**config.mk**
```make
export PLATFORM = sky130hd
export DESIGN_NAME = adc_accum_fmt
export DESIGN_NICKNAME = d
export VERILOG_FILES = /design/src/rtl/adc_acc_pkg.sv /design/src/rtl/adc_cfg_reg.sv /design/src/rtl/adc_burst_seq.sv /design/src/rtl/adc_result_reg.sv /design/src/rtl/adc_read_fmt.sv /design/src/rtl/adc_accum_fmt.sv
export SDC_FILE = /design/constraint.sdc
export NUM_CORES = 1
export LEC_CHECK = 0
export BUFFER_PORTS_ARGS = -buffer_cell sky130_fd_sc_hd__buf_2
export CAP_MARGIN = 10
export CORE_UTILIZATION = 55
export DETAILED_ROUTE_END_ITERATION = 8
export PLACE_DENSITY = 0.77
export REMOVE_ABC_BUFFERS = 1
export SYNTH_ARGS = -nofsm -noshare
export SYNTH_HDL_FRONTEND = slang
export SYNTH_SLANG_ARGS = --single-unit
```
**constraint.sdc**
```tcl
create_clock -name clk -period 3.6 [get_ports clk]
set_input_delay 0.36 -clock clk [delete_from_list [all_inputs] [get_ports clk]]
set_output_delay 0.36 -clock clk [all_outputs]
set_load 0.005 [all_outputs]
```
**src/rtl/adc_acc_pkg.sv**
```systemverilog
package adc_acc_pkg;

    typedef enum logic [2:0] {
        FMT_R0 = 3'd0,
        FMT_R1 = 3'd1,
        FMT_R2 = 3'd2,
        FMT_R3 = 3'd3,
        FMT_LJ = 3'd4
    } fmt_e;

    typedef enum logic {
        ST_IDLE   = 1'b0,
        ST_GATHER = 1'b1
    } bst_e;

    localparam logic [2:0] FMT_MAX = 3'd4;
    localparam logic [2:0] RPT_MAX = 3'd5;

    function automatic logic [2:0] clean_fmt(input logic [2:0] code);
        return (code <= FMT_MAX) ? code : 3'd0;
    endfunction

    function automatic logic [2:0] clean_rpt(input logic [2:0] code);
        return (code <= RPT_MAX) ? code : 3'd0;
    endfunction

    // code 0 -> 1 sample, code k (1..5) -> 2^(k+1) samples
    function automatic int unsigned burst_len(input logic [2:0] code);
        if (code == 3'd0) return 1;
        return 32'd1 << (int'(code) + 1);
    endfunction

endpackage

```
**src/rtl/adc_cfg_reg.sv**
```systemverilog
module adc_cfg_reg
    import adc_acc_pkg::*;
#(
    parameter int CFG_W = 8
) (
    input  logic             clk,
    input  logic             rst_n,
    input  logic             we,
    input  logic [CFG_W-1:0] wdata,
    output logic             acc_en,
    output fmt_e             fmt,
    output logic [2:0]       rpt,
    output logic [CFG_W-1:0] rdata
);
    logic unused_rsvd;
    assign unused_rsvd = wdata[7];

    always_ff @(posedge clk) begin
        if (!rst_n) begin
            acc_en <= 1'b0;
            fmt    <= FMT_R0;
            rpt    <= 3'd0;
        end else if (we) begin
            acc_en <= wdata[6];
            fmt    <= fmt_e'(clean_fmt(wdata[5:3]));
            rpt    <= clean_rpt(wdata[2:0]);
        end
    end

    always_comb begin
        rdata      = '0;
        rdata[5:3] = fmt;
        rdata[2:0] = rpt;
    end
endmodule

```
**src/rtl/adc_burst_seq.sv**
```systemverilog
module adc_burst_seq
    import adc_acc_pkg::*;
#(
    parameter int CONV_W = 10,
    parameter int ACC_W  = 16,
    parameter int CNT_W  = 7
) (
    input  logic              clk,
    input  logic              rst_n,
    input  logic              burst_en,
    input  logic              conv_done,
    input  logic [CONV_W-1:0] conv_data,
    input  logic [2:0]        rpt,
    output logic              fin,
    output logic [ACC_W-1:0]  fin_sum,
    output logic              done_q
);
    bst_e             state_q, state_d;
    logic [CNT_W-1:0] cnt_q, cnt_now, target;
    logic [ACC_W-1:0] part_q, base;
    logic             take;

    assign take    = burst_en && conv_done;
    assign target  = CNT_W'(burst_len(rpt));
    assign base    = (state_q == ST_GATHER) ? part_q : '0;
    assign cnt_now = ((state_q == ST_GATHER) ? cnt_q : '0) + CNT_W'(1);
    assign fin_sum = base + {{(ACC_W-CONV_W){1'b0}}, conv_data};
    assign fin     = take && (cnt_now >= target);

    always_ff @(posedge clk) begin
        if (!rst_n) state_q <= ST_IDLE;
        else        state_q <= state_d;
    end

    always_comb begin
        state_d = state_q;
        unique case (state_q)
            ST_IDLE:   if (take && !fin) state_d = ST_GATHER;      // start
            ST_GATHER: if (!burst_en)    state_d = ST_IDLE;        // abort
                       else if (fin)     state_d = ST_IDLE;        // finish
        endcase
    end

    always_ff @(posedge clk) begin
        if (!rst_n) begin
            part_q <= '0;
            cnt_q  <= '0;
            done_q <= 1'b0;
        end else begin
            done_q <= fin;
            if (take) begin
                part_q <= fin_sum;
                cnt_q  <= cnt_now;
            end
        end
    end
endmodule

```
**src/rtl/adc_result_reg.sv**
```systemverilog
module adc_result_reg #(
    parameter int CONV_W = 10,
    parameter int ACC_W  = 16
) (
    input  logic              clk,
    input  logic              rst_n,
    input  logic              host_we,
    input  logic [ACC_W-1:0]  host_wdata,
    input  logic              burst_en,
    input  logic              conv_done,
    input  logic [CONV_W-1:0] conv_data,
    input  logic              acc_en,
    input  logic              fin,
    input  logic [ACC_W-1:0]  fin_sum,
    output logic [ACC_W-1:0]  res_q
);
    logic [ACC_W-1:0] sample;
    assign sample = {{(ACC_W-CONV_W){1'b0}}, conv_data};

    always_ff @(posedge clk) begin
        if (!rst_n)                   res_q <= '0;
        else if (host_we)             res_q <= host_wdata;
        else if (fin)                 res_q <= fin_sum;
        else if (!burst_en && conv_done)
            res_q <= acc_en ? (res_q + sample) : sample;
    end
endmodule

```
**src/rtl/adc_read_fmt.sv**
```systemverilog
module adc_read_fmt
    import adc_acc_pkg::*;
#(
    parameter int CONV_W = 10,
    parameter int ACC_W  = 16
) (
    input  logic [ACC_W-1:0] res,
    input  fmt_e             fmt,
    output logic [ACC_W-1:0] view
);
    localparam int NSHIFT = 4;
    logic [ACC_W-1:0] shifted [NSHIFT];

    for (genvar s = 0; s < NSHIFT; s++) begin : g_shift
        assign shifted[s] = res >> s;
    end

    always_comb begin
        unique case (fmt)
            FMT_R0: view = shifted[0];
            FMT_R1: view = shifted[1];
            FMT_R2: view = shifted[2];
            FMT_R3: view = shifted[3];
            FMT_LJ: view = {res[CONV_W-1:0], {(ACC_W-CONV_W){1'b0}}};
            default: view = shifted[0];
        endcase
    end
endmodule

```
**src/rtl/adc_accum_fmt.sv**
```systemverilog
module adc_accum_fmt
    import adc_acc_pkg::*;
#(
    parameter int CONV_W    = 10,
    parameter int ACC_W     = 16,
    parameter int MAX_BURST = 64
) (
    input  logic              clk,
    input  logic              rst_n,
    input  logic              cfg_we,
    input  logic [7:0]        cfg_wdata,
    output logic [7:0]        cfg_rdata,
    input  logic              burst_en,
    input  logic              conv_done,
    input  logic [CONV_W-1:0] conv_data,
    input  logic              res_we,
    input  logic [ACC_W-1:0]  res_wdata,
    output logic [ACC_W-1:0]  res_rdata,
    output logic              burst_done
);
    localparam int CNT_W = $clog2(MAX_BURST + 1);

    logic             cfg_acc_en;
    fmt_e             cfg_fmt;
    logic [2:0]       cfg_rpt;
    logic             fin;
    logic [ACC_W-1:0] fin_sum, res_q;

    adc_cfg_reg #(.CFG_W(8)) u_cfg (
        .clk(clk), .rst_n(rst_n), .we(cfg_we), .wdata(cfg_wdata),
        .acc_en(cfg_acc_en), .fmt(cfg_fmt), .rpt(cfg_rpt), .rdata(cfg_rdata)
    );

    adc_burst_seq #(.CONV_W(CONV_W), .ACC_W(ACC_W), .CNT_W(CNT_W)) u_seq (
        .clk(clk), .rst_n(rst_n), .burst_en(burst_en), .conv_done(conv_done),
        .conv_data(conv_data), .rpt(cfg_rpt), .fin(fin), .fin_sum(fin_sum),
        .done_q(burst_done)
    );

    adc_result_reg #(.CONV_W(CONV_W), .ACC_W(ACC_W)) u_res (
        .clk(clk), .rst_n(rst_n), .host_we(res_we), .host_wdata(res_wdata),
        .burst_en(burst_en), .conv_done(conv_done), .conv_data(conv_data),
        .acc_en(cfg_acc_en), .fin(fin), .fin_sum(fin_sum), .res_q(res_q)
    );

    adc_read_fmt #(.CONV_W(CONV_W), .ACC_W(ACC_W)) u_fmt (
        .res(res_q), .fmt(cfg_fmt), .view(res_rdata)
    );
endmodule

```
==> results.md <==
- Required time of the critical path: between 3 and 4 ns
- Max IR drop VDD: around 0.15 mV
- Number of primary I/O pins: 65
- Post-synthesis area per instance: between 7 and 8 sq um
- Antenna violations before repair: 0
- Drt total wl: about 12 mm
- Post-CTS setup buffers: 0
- Clock transition at the register clock pins on the worst setup and hold paths after CTS: roughly 0.090 ns
- Number of enable flip-flop cells after synthesis: 0
- Share of async-settable or async-resettable flops after synthesis: 0
- Post-detail-place hpwl: around 9 mm
- Most frequent cell after synthesis: nand2_1
- Critical path class: flop to flop
- Fraction of the mapped netlist area in simple logic gates: 0.242
- Average wire per cell in the routed design: ~16 um
- Count of synthesis-stage warnings from yosys: 0
- Top routing layer used: met4
- Via-to-Cell Ratio: around 6.1
- Number of distinct library cells after synthesis: 64
- Compound-Gate Fraction of Synth Area: 0.295
- Number of global-route vias before repair: slightly above 4,000
- Number of instances in the synthesized netlist: 611
- Most common library cells after synthesis: nand2_1, a21oi_1, nor2_1, dfxtp_1, o21ai_0
- Power density over the cells: approximately 280 nW/um^2
- Status: finished clean
- Number of sinks handled by clock tree synthesis: 48
- Number of max-capacitance violations reported: 0
- Slew @ Worst Pin: a little over 0.7 ns
- Dominant combinational cell family by area after synthesis: compound AO/OA/AOI/OAI gates
- Number of DRC markers in iteration 0: 303
- Most frequently used flop master after synthesis: dfxtp_1
- GRT Residual Overflow: 0
- Wire length of the first global-routing pass: between 15 and 20 mm
- Worst-case clock buffer depth: 2
- Final setup fails: 0
- Pin count of the biggest net entering global routing: 32
- Unrepaired setup endpoints after global routing: no
- Final Slew Violations: 0
- Insertion delay to the later sink of the worst-skew pair: roughly 0.31 ns
- P&R area growth vs syn: 10.1%
- Endpoints failing hold: 0
- Worst Setup End Kind: flop
- Number of buffers and inverters on the critical path: 0
- Post-layout net count: 719
- Minimum clock period after layout: between 3 and 4 ns
- Cell types with the largest area share after synthesis: dfxtp_1, ha_1, a21oi_1
- Die Wd: 91.4 um
- Max Clock Skew: roughly 0.0075 ns
- Clk Tree Root Cell: clkbuf_8
- All-layer global routing usage: 0.288
- TritonCTS clock tree: yes
- Port Buffer Count: between 60 and 70
- Flop and latch count out of synthesis: between 40 and 50
- CP max stage delay: approximately 0.47 ns
- Kind of path behind the tightest hold check: input pin to flop
- Slowest library cell on the worst path: nand2_1
- Portion of the clock cycle consumed by the worst path in the final layout: 0.883
- Total clock buffers created by CTS: 5
- Final sum of negative setup slack: 0 ns
- Worst path cell trace: and2_1 > ha_1 > nand3_1 > nor2_1 > xnor2_1 > nor2b_1 > ha_1 > a21oi_1 > o221ai_1 > nand2_1 > o22ai_1 > a211o_1 > a21oi_1
- Sequential fraction of the synthesis area: 0.218
- Worst EP arrival: around 3.4 ns
- Final RePlAce weighted congestion: 0.934
- Iteration count of the initial detailed-routing pass: 5
- Max Clock Freq: about 310 MHz
- Total instance count after detailed placement: 744
- Ant diodes: 0
- Kind of launch point of the worst setup path: flop
- Non-filler cells, final: 752
- Critical path's top delay family: compound AO/OA/AOI/OAI gates
- H-tree levels: 2
- Row cnt: 32
- Initial cell density of the core: 0.569
- Final antenna-violating net count: 0
- Post-synthesis xor/xnor area fraction: 0.0498
- Adder-cell area share of the yosys netlist: 0.0887
- Die footprint: ~8400 sq um
- Via count: 4,620
- DR WL met2: ~5.7 mm
- Routed wl met3: about 740 um
- Fraction of final layout cells with drive strength greater than 1: 0.145
- Dominant cell type by area after synthesis: dfxtp_1
- Rel. slew slack: 0.518
- Total design power: 1360 uW
- Multiplexer area fraction after synthesis: 0.0509
- Cell area after technology mapping: approximately 4400 sq um
- Die outline height: ~90 um
- Worst reg-to-reg setup slack: about 0.42 ns
- Pleak: roughly 0.002 uW
- Fraction of synthesized cell area taken by the top area cell type: 0.218
- Design area: between 4000 and 5000 sq um
- Met1 WL: 5.45 mm
- Total placed instance area: between 4000 and 5000 sq um
- Largest fanout on the critical path: 14
- Area of the core region: between 7000 and 8000 sq um
- Remaining routing DRC violations: 0
[state kept, by name, summed over array words and instances (netlist names)]
signal and count:
u_seq.part_q 16, u_seq.cnt_q 7, u_seq.done_q 1, u_seq.state_q 1, u_cfg.rpt 3, u_cfg.fmt 3
u_res.res_q 16, u_cfg.acc_en 1
[metal layers]
| metal | vias to the layer above | global-route usage |
|---|---|---|
| li1 | 2300 | - |
| met1 | 2128 | 0.376 |
| met2 | 174 | 0.486 |
| met3 | 18 | 0.0343 |
| met4 | 0 | 0.102 |
| met5 | - | 0 |
[cell families after synthesis]
family | after synthesis
AOI/OAI and AO/OA | 200
xor gates and xnor gates | 25
adders and majority gates | 30
buffers and inverters | 59
DFF | 48
muxes | 22
other | 2
and+or+nand+nor | 225
[stage by stage]
| stage | hold WS (ns) | setup slack [ns] | util |
|---|---|---|---|
| after floorplan | 0.432 | 0.0611 | - |
| after global placement | 0.439 | 0.488 | 0.614 |
| after detailed placement | 0.448 | 0.340 | 0.614 |
| after CTS | 0.287 | 0.292 | 0.626 |
| after global routing | 0.294 | 0.0949 | 0.627 |
| final | 0.291 | 0.421 | 0.627 |
[final cells by class]
| class | count | area [sq um] |
|---|---|---|
| sequential | 48 | 961 |
| inverter | 18 | 67.6 |
| tap | 102 | 128 |
| timing repair buffer | 71 | 380 |
| fill | 721 | 2880 |
| multi-input combinational | 505 | 3210 |
| clock buffer | 6 | 82.6 |
| clock inverter | 2 | 13.8 |
[power breakdown]
part	switching (uW)	leakage (uW)	internal, uW	total (uW)
Sequential	46.0	0.000393	556	602
Clock	191	0.0000516	157	348
Combinational	231	0.00157	173	405
Total	468	0.00202	887	1360
[cell usage in the layout (no fill, tap or decap), types with 4 or more instances in the layout]
master     synthesis  final
nand2_1           70     70
a21oi_1           63     63
buf_2              6     61
nor2_1            56     56
dfxtp_1           48     48
o21ai_0           33     33
ha_1              28     28
mux2i_1           19     19
nor3_1            19     19
xnor2_1           17     17
nand3_1           17     17
and2_1            17     17
inv_1             16     16
o22ai_1           14     14
a21o_1            11     11
a31oi_1           10     10
buf_4              2     10
nor2b_1            9      9
o211ai_1           9      9
xor2_1             8      8
nand2b_1           8      8
a211oi_1           8      8
a221oi_1           7      7
and3_1             6      6
nand3b_1           6      6
clkbuf_8           0      6
nand4_1            5      5
o2111ai_1          5      5
o21a_1             4      4
[tightest hold or removal path, delay by kind of cell]
family / cells / cell delay (ns)
AND/OR/NAND/NOR: 1 / 0.08
buffers and inverters: 1 / 0.07
multiplexers: 1 / 0.05
[what timing repair did]
action,in CTS,in global routing
hold endpoints to repair,0,0
hold buffers,0,0
resized for setup,0,1
setup endpoints to repair,0,1
[path summary, 6_finish.rpt]
| check | to | from | cells past startpoint |
|---|---|---|---|
| max | u_res.res_q[1]$_SDFFE_PN0P_ | u_seq.cnt_q[0]$_SDFFE_PN0P_ | 13 |
| min | u_cfg.acc_en$_SDFFE_PN0P_ | cfg_wdata[6] | 3 |
| max reg2reg | u_res.res_q[1]$_SDFFE_PN0P_ | u_seq.cnt_q[0]$_SDFFE_PN0P_ | 13 |
| min reg2reg | u_seq.part_q[0]$_SDFFE_PN0P_ | u_seq.part_q[0]$_SDFFE_PN0P_ | 2 |
No activity file was read; power rests on OpenSTA's default activity.
